[src/rtl/irq_pair_pkg.sv]
`timescale 1ns/1ps
package irq_pair_pkg;
    localparam int IN_W  = 8;
    localparam int IDX_W = $clog2(IN_W);
    localparam int VEC_W = 8;
    localparam int CMD_W = 8;

    // command byte layout: level, EOI flag, select flag, rotate flag
    localparam int LVL_LSB = 0;
    localparam int EOI_BIT = 5;
    localparam int SEL_BIT = 6;
    localparam int ROT_BIT = 7;

    typedef enum logic [1:0] {
        CMD_IDLE,
        CMD_EOI_NAMED,
        CMD_EOI_LOWEST,
        CMD_OTHER
    } cmd_kind_e;

    function automatic cmd_kind_e decode_cmd(input logic valid, input logic [CMD_W-1:0] c);
        if (!valid)
            return CMD_IDLE;
        if (c[EOI_BIT] && !c[ROT_BIT])
            return c[SEL_BIT] ? CMD_EOI_NAMED : CMD_EOI_LOWEST;
        return CMD_OTHER;
    endfunction
endpackage

[src/rtl/irq_prio_pick.sv]
`timescale 1ns/1ps
module irq_prio_pick #(
    parameter int W = 8,
    localparam int IW = $clog2(W)
) (
    input  logic [W-1:0]  vec,
    output logic          any,
    output logic [W-1:0]  first,
    output logic [IW-1:0] idx
);
    // one-hot of the lowest set bit, one slice per input
    for (genvar i = 0; i < W; i++) begin : g_first
        if (i == 0) begin : g_low
            assign first[i] = vec[i];
        end else begin : g_up
            assign first[i] = vec[i] & ~(|vec[i-1:0]);
        end
    end

    always_comb begin
        idx = '0;
        for (int i = 0; i < W; i++) begin
            if (first[i])
                idx = idx | IW'(i);
        end
    end

    assign any = |vec;
endmodule

[src/rtl/irq_unit.sv]
`timescale 1ns/1ps
module irq_unit
    import irq_pair_pkg::*;
(
    input  logic             clk,
    input  logic             rst_n,
    input  logic [IN_W-1:0]  req_set,
    input  logic [IN_W-1:0]  mask,
    input  logic             ack_take,
    input  logic             cmd_wr,
    input  logic [CMD_W-1:0] cmd,
    output logic             pend,
    output logic [IDX_W-1:0] win_idx,
    output logic [IN_W-1:0]  irr_q,
    output logic [IN_W-1:0]  isr_q
);
    logic [IN_W-1:0]  req_first;
    logic [IN_W-1:0]  isr_first;
    logic             isr_any;
    logic [IDX_W-1:0] isr_idx;
    logic [IN_W-1:0]  take_bit;
    logic [IN_W-1:0]  eoi_clr;
    logic [IDX_W-1:0] level;
    cmd_kind_e        kind;

    irq_prio_pick #(.W(IN_W)) u_req_pick (
        .vec   (irr_q & ~mask),
        .any   (pend),
        .first (req_first),
        .idx   (win_idx)
    );

    irq_prio_pick #(.W(IN_W)) u_isr_pick (
        .vec   (isr_q),
        .any   (isr_any),
        .first (isr_first),
        .idx   (isr_idx)
    );

    assign level    = cmd[LVL_LSB +: IDX_W];
    assign take_bit = ack_take ? req_first : '0;

    always_comb begin
        kind = decode_cmd(cmd_wr, cmd);
        unique case (kind)
            CMD_EOI_NAMED:  eoi_clr = IN_W'(1) << level;
            CMD_EOI_LOWEST: eoi_clr = isr_first;
            CMD_OTHER:      eoi_clr = '0;
            CMD_IDLE:       eoi_clr = '0;
        endcase
    end

    // new strobes win over the acknowledge clear; acknowledge set wins over EOI clear
    always_ff @(posedge clk) begin
        if (!rst_n) begin
            irr_q <= '0;
            isr_q <= '0;
        end else begin
            irr_q <= (irr_q & ~take_bit) | req_set;
            isr_q <= (isr_q & ~eoi_clr) | take_bit;
        end
    end

    assert_request_latched_R2: assert property (@(posedge clk) disable iff (!rst_n)
        (|req_set) |=> ((irr_q & $past(req_set)) == $past(req_set)));

    assert_ack_sets_service_R5: assert property (@(posedge clk) disable iff (!rst_n)
        ack_take |=> isr_q[$past(win_idx)]);

    assert_ack_clears_request_R5: assert property (@(posedge clk) disable iff (!rst_n)
        (ack_take && !req_set[win_idx]) |=> !irr_q[$past(win_idx)]);

    assert_named_eoi_R7: assert property (@(posedge clk) disable iff (!rst_n)
        (kind == CMD_EOI_NAMED && !ack_take) |=> !isr_q[$past(level)]);

    assert_lowest_eoi_R8: assert property (@(posedge clk) disable iff (!rst_n)
        (kind == CMD_EOI_LOWEST && !ack_take) |=> (isr_q == ($past(isr_q) & ($past(isr_q) - IN_W'(1)))));

    assert_lowest_eoi_bit_R8: assert property (@(posedge clk) disable iff (!rst_n)
        (kind == CMD_EOI_LOWEST && isr_any && !ack_take) |=> !isr_q[$past(isr_idx)]);

    assert_other_cmd_R9: assert property (@(posedge clk) disable iff (!rst_n)
        (kind == CMD_OTHER && !ack_take) |=> (isr_q == $past(isr_q)));
endmodule

[src/rtl/irq_pair_core.sv]
`timescale 1ns/1ps
module irq_pair_core
    import irq_pair_pkg::*;
#(
    parameter int CASCADE_PIN = 2
) (
    input  logic               clk,
    input  logic               rst_n,
    input  logic [2*IN_W-1:0]  req_strobe,
    input  logic [IN_W-1:0]    mask_prim,
    input  logic [IN_W-1:0]    mask_sec,
    input  logic [VEC_W-1:0]   base_prim,
    input  logic [VEC_W-1:0]   base_sec,
    input  logic               ack,
    input  logic               cmd_prim_wr,
    input  logic               cmd_sec_wr,
    input  logic [CMD_W-1:0]   cmd_byte,
    output logic               int_pending,
    output logic [VEC_W-1:0]   int_vector,
    output logic [IN_W-1:0]    req_prim,
    output logic [IN_W-1:0]    req_sec,
    output logic [IN_W-1:0]    srv_prim,
    output logic [IN_W-1:0]    srv_sec
);
    localparam logic [IDX_W-1:0] LINK_IDX = IDX_W'(CASCADE_PIN);
    localparam logic [IN_W-1:0]  LINK_BIT = IN_W'(1) << CASCADE_PIN;

    logic             sec_raise;
    logic [IN_W-1:0]  prim_set;
    logic             prim_pend;
    logic             sec_pend;
    logic [IDX_W-1:0] prim_win;
    logic [IDX_W-1:0] sec_win;
    logic             sec_route;
    logic             prim_take;
    logic             sec_take;

    assign sec_raise = |req_strobe[2*IN_W-1:IN_W];
    assign prim_set  = req_strobe[IN_W-1:0] | (sec_raise ? LINK_BIT : '0);
    assign sec_route = prim_pend && (prim_win == LINK_IDX) && sec_pend;
    assign prim_take = ack && prim_pend;
    assign sec_take  = ack && sec_route;

    irq_unit u_prim (
        .clk      (clk),
        .rst_n    (rst_n),
        .req_set  (prim_set),
        .mask     (mask_prim),
        .ack_take (prim_take),
        .cmd_wr   (cmd_prim_wr),
        .cmd      (cmd_byte),
        .pend     (prim_pend),
        .win_idx  (prim_win),
        .irr_q    (req_prim),
        .isr_q    (srv_prim)
    );

    irq_unit u_sec (
        .clk      (clk),
        .rst_n    (rst_n),
        .req_set  (req_strobe[2*IN_W-1:IN_W]),
        .mask     (mask_sec),
        .ack_take (sec_take),
        .cmd_wr   (cmd_sec_wr),
        .cmd      (cmd_byte),
        .pend     (sec_pend),
        .win_idx  (sec_win),
        .irr_q    (req_sec),
        .isr_q    (srv_sec)
    );

    assign int_pending = prim_pend;
    assign int_vector  = sec_route ? (base_sec + VEC_W'(sec_win))
                                   : (base_prim + VEC_W'(prim_win));

    assert_cascade_commit_R6: assert property (@(posedge clk) disable iff (!rst_n)
        sec_take |=> (srv_prim[CASCADE_PIN] && (|srv_sec)));

    assert_secondary_sets_link_R6: assert property (@(posedge clk) disable iff (!rst_n)
        sec_raise |=> req_prim[CASCADE_PIN]);

    assert_idle_ack_R5: assert property (@(posedge clk) disable iff (!rst_n)
        (ack && !int_pending && !cmd_prim_wr) |=> (srv_prim == $past(srv_prim)));
endmodule

[config.mk]
export PLATFORM = sky130hd
export DESIGN_NAME = irq_pair_core
export DESIGN_NICKNAME = d
export VERILOG_FILES = /design/src/rtl/irq_pair_pkg.sv /design/src/rtl/irq_prio_pick.sv /design/src/rtl/irq_unit.sv /design/src/rtl/irq_pair_core.sv
export SDC_FILE = /design/constraint.sdc
export NUM_CORES = 1
export LEC_CHECK = 0
export CAP_MARGIN = 20
export CORE_UTILIZATION = 42
export CTS_BUF_LIST = sky130_fd_sc_hd__clkbuf_4 sky130_fd_sc_hd__clkbuf_8 sky130_fd_sc_hd__clkbuf_16
export CTS_CLUSTER_SIZE = 30
export DETAILED_ROUTE_END_ITERATION = 12
export GPL_TIMING_DRIVEN = 0
export PLACE_DENSITY_LB_ADDON = 0.1
export SETUP_SLACK_MARGIN = 0.1
export SLEW_MARGIN = 20
export SYNTH_ARGS = -nofsm -noshare
export SYNTH_HDL_FRONTEND = slang
export SYNTH_SLANG_ARGS = --single-unit
[constraint.sdc]
create_clock -name clk -period 4.09 [get_ports clk]
set_input_delay 0.818 -clock clk [delete_from_list [all_inputs] [get_ports clk]]
set_output_delay 0.818 -clock clk [all_outputs]
set_load 0.03 [all_outputs]
==> metrics.yaml <==
die_area_sq_um: 5690
instances_no_fill: 451
final_util: 0.707
routed.top_layer: "met4"
clk_latency_ns: 0.29
finalNetCount: 450
die_h_microns: 75.4
dr_total_vias: 2549
coreArea_sq_um: 5140
syn-cell-area_sq_um: 2260
synth.most_common_cell: "dfxtp_1"
synth.distinct_cells: 65
drv_cap: 0
syn_nets: 342
root_buffer: "clkbuf_8"
power_density_nw_per_um2: 269
avgRoutedWirePerCell_microns: 15.2
r2r_cells: 5
synthTopCellsByArea: "dfxtp_1, a21oi_1, xnor2_1"
dpl_cell_area_sq_um: 3300
synth_top_cell_area_share: 0.283
synthAdderAreaFrac: 0.0509
finalCritPeriodShare: 0.963
area_growth_pct: 60.5
slew_headroom: 0.575
async_reset_ff_frac: 0
antenna_found_initial: 0
rows: 26
dr_wl_met2_microns: 3280
synth-compound-area-share: 0.234
initial_core_util: 0.440
synth_edf_count: 0
dr.pass1.iters: 4
crit_cells: 8
worstPathCellList: "clkdlybuf4s50_1 -> nand2b_1 -> o21ai_0 -> a21oi_2 -> o22ai_1 -> ha_2 -> mux2_1 -> clkdlybuf4s50_1"
detail-route-antenna-nets: 0
critPathCaptureType: "primary output"
vdd_drop_max_mv: 0.209
antennaDiodeCount: 0
period_minus_slack_ns: 3.94
synth_mux_area_frac: 0.0365
finClkSkew_ns: 0.00957
slowest_stage: "clkdlybuf4s50_1"
path_max_fanout: 2
ctsLongestPathBuffers: 2
avgSynthCellArea_sq_um: 8.29
overflow: 0
path_class: "in2out"
grt_pass1_wl_microns: 10100
finalHoldViolations: 0
critPathRequiredTime_ns: 3.27
final-setup-viol-count: 0
dr_wl_met3_microns: 463
drt_iter0_drc: 124
min_path_type: "reg2reg"
synth_seq_cells: 32
yosysSeqAreaShare: 0.283
drive_gt1_frac: 0.173
grt_max_degree: 11
gp_congestion: 0.853
grt_usage: 0.233
avgViaCountPerCell: 5.65
clk_pin_slew_ns: 0.06
cp_top_family: "buffers and inverters"
tightest_slew_ns: 0.638
dp.cells: 438
cts.sinks: 32
routed_wl_microns: 6870
status: "completed"
drc_errors: 0
cpPeakStageDelay_ns: 0.61
cp_data_arrival_time_ns: 3.12
die_w_microns: 75.4
min_path_cells: 2
synth_common_cells: "dfxtp_1, a21oi_1, nor2_1"
ys_warn_count: 0
cts_buffers: 5
yosys.area.top_type: "dfxtp_1"
io_buffers: 95
cp_num_buf_inv: 2
start_kind: "input port"
wl_met1_microns: 3060
rsz0062_at_grt: "true"
fin_area_sq_um: 3630
maxSlewViolCount: 0
synth_ff_type: "dfxtp_1"
synth_xor_area_frac: 0.0464
synth_top_family_by_area: "simple AND/OR/NAND/NOR gates"
cpMostUsedCell: "clkdlybuf4s50_1"
io_pins: 102
yosys.area_share.simple: 0.317
clock.fmax_mhz: 254
cts_tree: "done"
p_leak_nw: 1.41
htree_levels: 2
grt_pass1_vias: 2177
syn_inst: 273
detailed_place_hpwl_microns: 5240
timing repair:
item                                    4_1_cts  5_1_grt
endpoints found under the setup margin        8        8
gates resized for setup                      51       36
pin swaps                                     4       12
hold buffers                                  0        0
setup buffers                                 1        5
path summary, 6_finish.rpt:
kind,from,end,slack [ns]
setup / recovery,mask_prim[7],int_vector[0],0.15
hold / removal,u_sec.isr_q[7],u_sec.isr_q[7],0.48
setup reg to reg,u_sec.irr_q[2],u_sec.isr_q[7],2.59
hold reg to reg,u_sec.isr_q[7],u_sec.isr_q[7],0.48
state kept, by name, summed over array words and instances, names as in the netlist:
register,cells
u_prim.irr_q,8
u_sec.isr_q,8
u_prim.isr_q,8
u_sec.irr_q,8
routing by layer:
metal  track usage  vias up
met5             0        -
met4        0.0535        0
met3        0.0569        5
met2         0.379      102
met1         0.313     1194
li1              -     1248
cell usage in the layout (no fill, tap or decap), types with 3 or more instances in the layout:
master           Yosys  layout
buf_2                1       3
clkbuf_8             0       5
dfxtp_1             32      32
mux2i_1              6       6
xnor2_1             12      12
o31ai_1              5       5
nor4_1               4       3
buf_4                1      10
o21ai_0             14      13
a21oi_2              0       3
nand2b_4             1       9
nor2_1              19      18
nand4b_1             3       3
clkdlybuf4s50_1      0      81
ha_1                 6       3
nand2b_1            13       4
nand4_1              8       8
dlymetal6s2s_1       0       7
clkbuf_1             7       7
inv_1                8       8
nor3_1               8       7
nor2b_1             10       8
a21oi_1             25      21
or2b_4               2       3
nand2_1             17      17
nand3_1              8       6
o21a_1               7       7
per-stage QoR:
| stage | total power, mW | setup slack, ns | hold WS (ns) | TNS [ns] |
|---|---|---|---|---|
| CTS | 0.954 | 0.0788 | 0.485 | 0 |
| finish | 0.977 | 0.152 | 0.485 | 0 |
| global route | 1.02 | -0.00764 | 0.508 | -0.00764 |
| global placement | 0.705 | -0.599 | 0.468 | -3.23 |
| floorplan | 0.552 | 0.307 | 0.591 | 0 |
| detailed placement | 0.709 | -0.604 | 0.474 | -3.25 |
area by class of cell:
| cell class | instances | area, sq um |
|---|---|---|
| multi-input combinational | 223 | 1760 |
| fill | 447 | 1510 |
| timing repair buffer | 101 | 995 |
| sequential | 32 | 641 |
| tap | 70 | 87.6 |
| clock buffer | 6 | 76.3 |
| buffer | 9 | 38.8 |
| inverter | 9 | 33.8 |
| clock inverter | 1 | 5.00 |
worst register-to-register path, stage by stage (launching register included):
cell	delay (ns)
dfxtp_1	0.36
nand2b_4	0.10
buf_4	0.13
nand4_4	0.16
or4_4	0.52
o22ai_1	0.15
kinds of logic (layout without fill, tap and decap cells):
family / count (synthesis) / count (layout)
DFF: 32 / 32
buffers and inverters: 18 / 126
and+or+nand+nor: 116 / 116
AOI/OAI and AO/OA: 79 / 79
xor gates and xnor gates: 12 / 12
muxes: 8 / 8
adders and majority gates: 8 / 8
power breakdown:
group / internal [mW] / total [mW] / switching (mW) / leakage [nW]
clock: 0.122 / 0.243 / 0.120 / 0.0445
sequential: 0.327 / 0.343 / 0.0161 / 0.264
combinational: 0.185 / 0.391 / 0.206 / 1.10
Power figures use the tool's default switching activity.
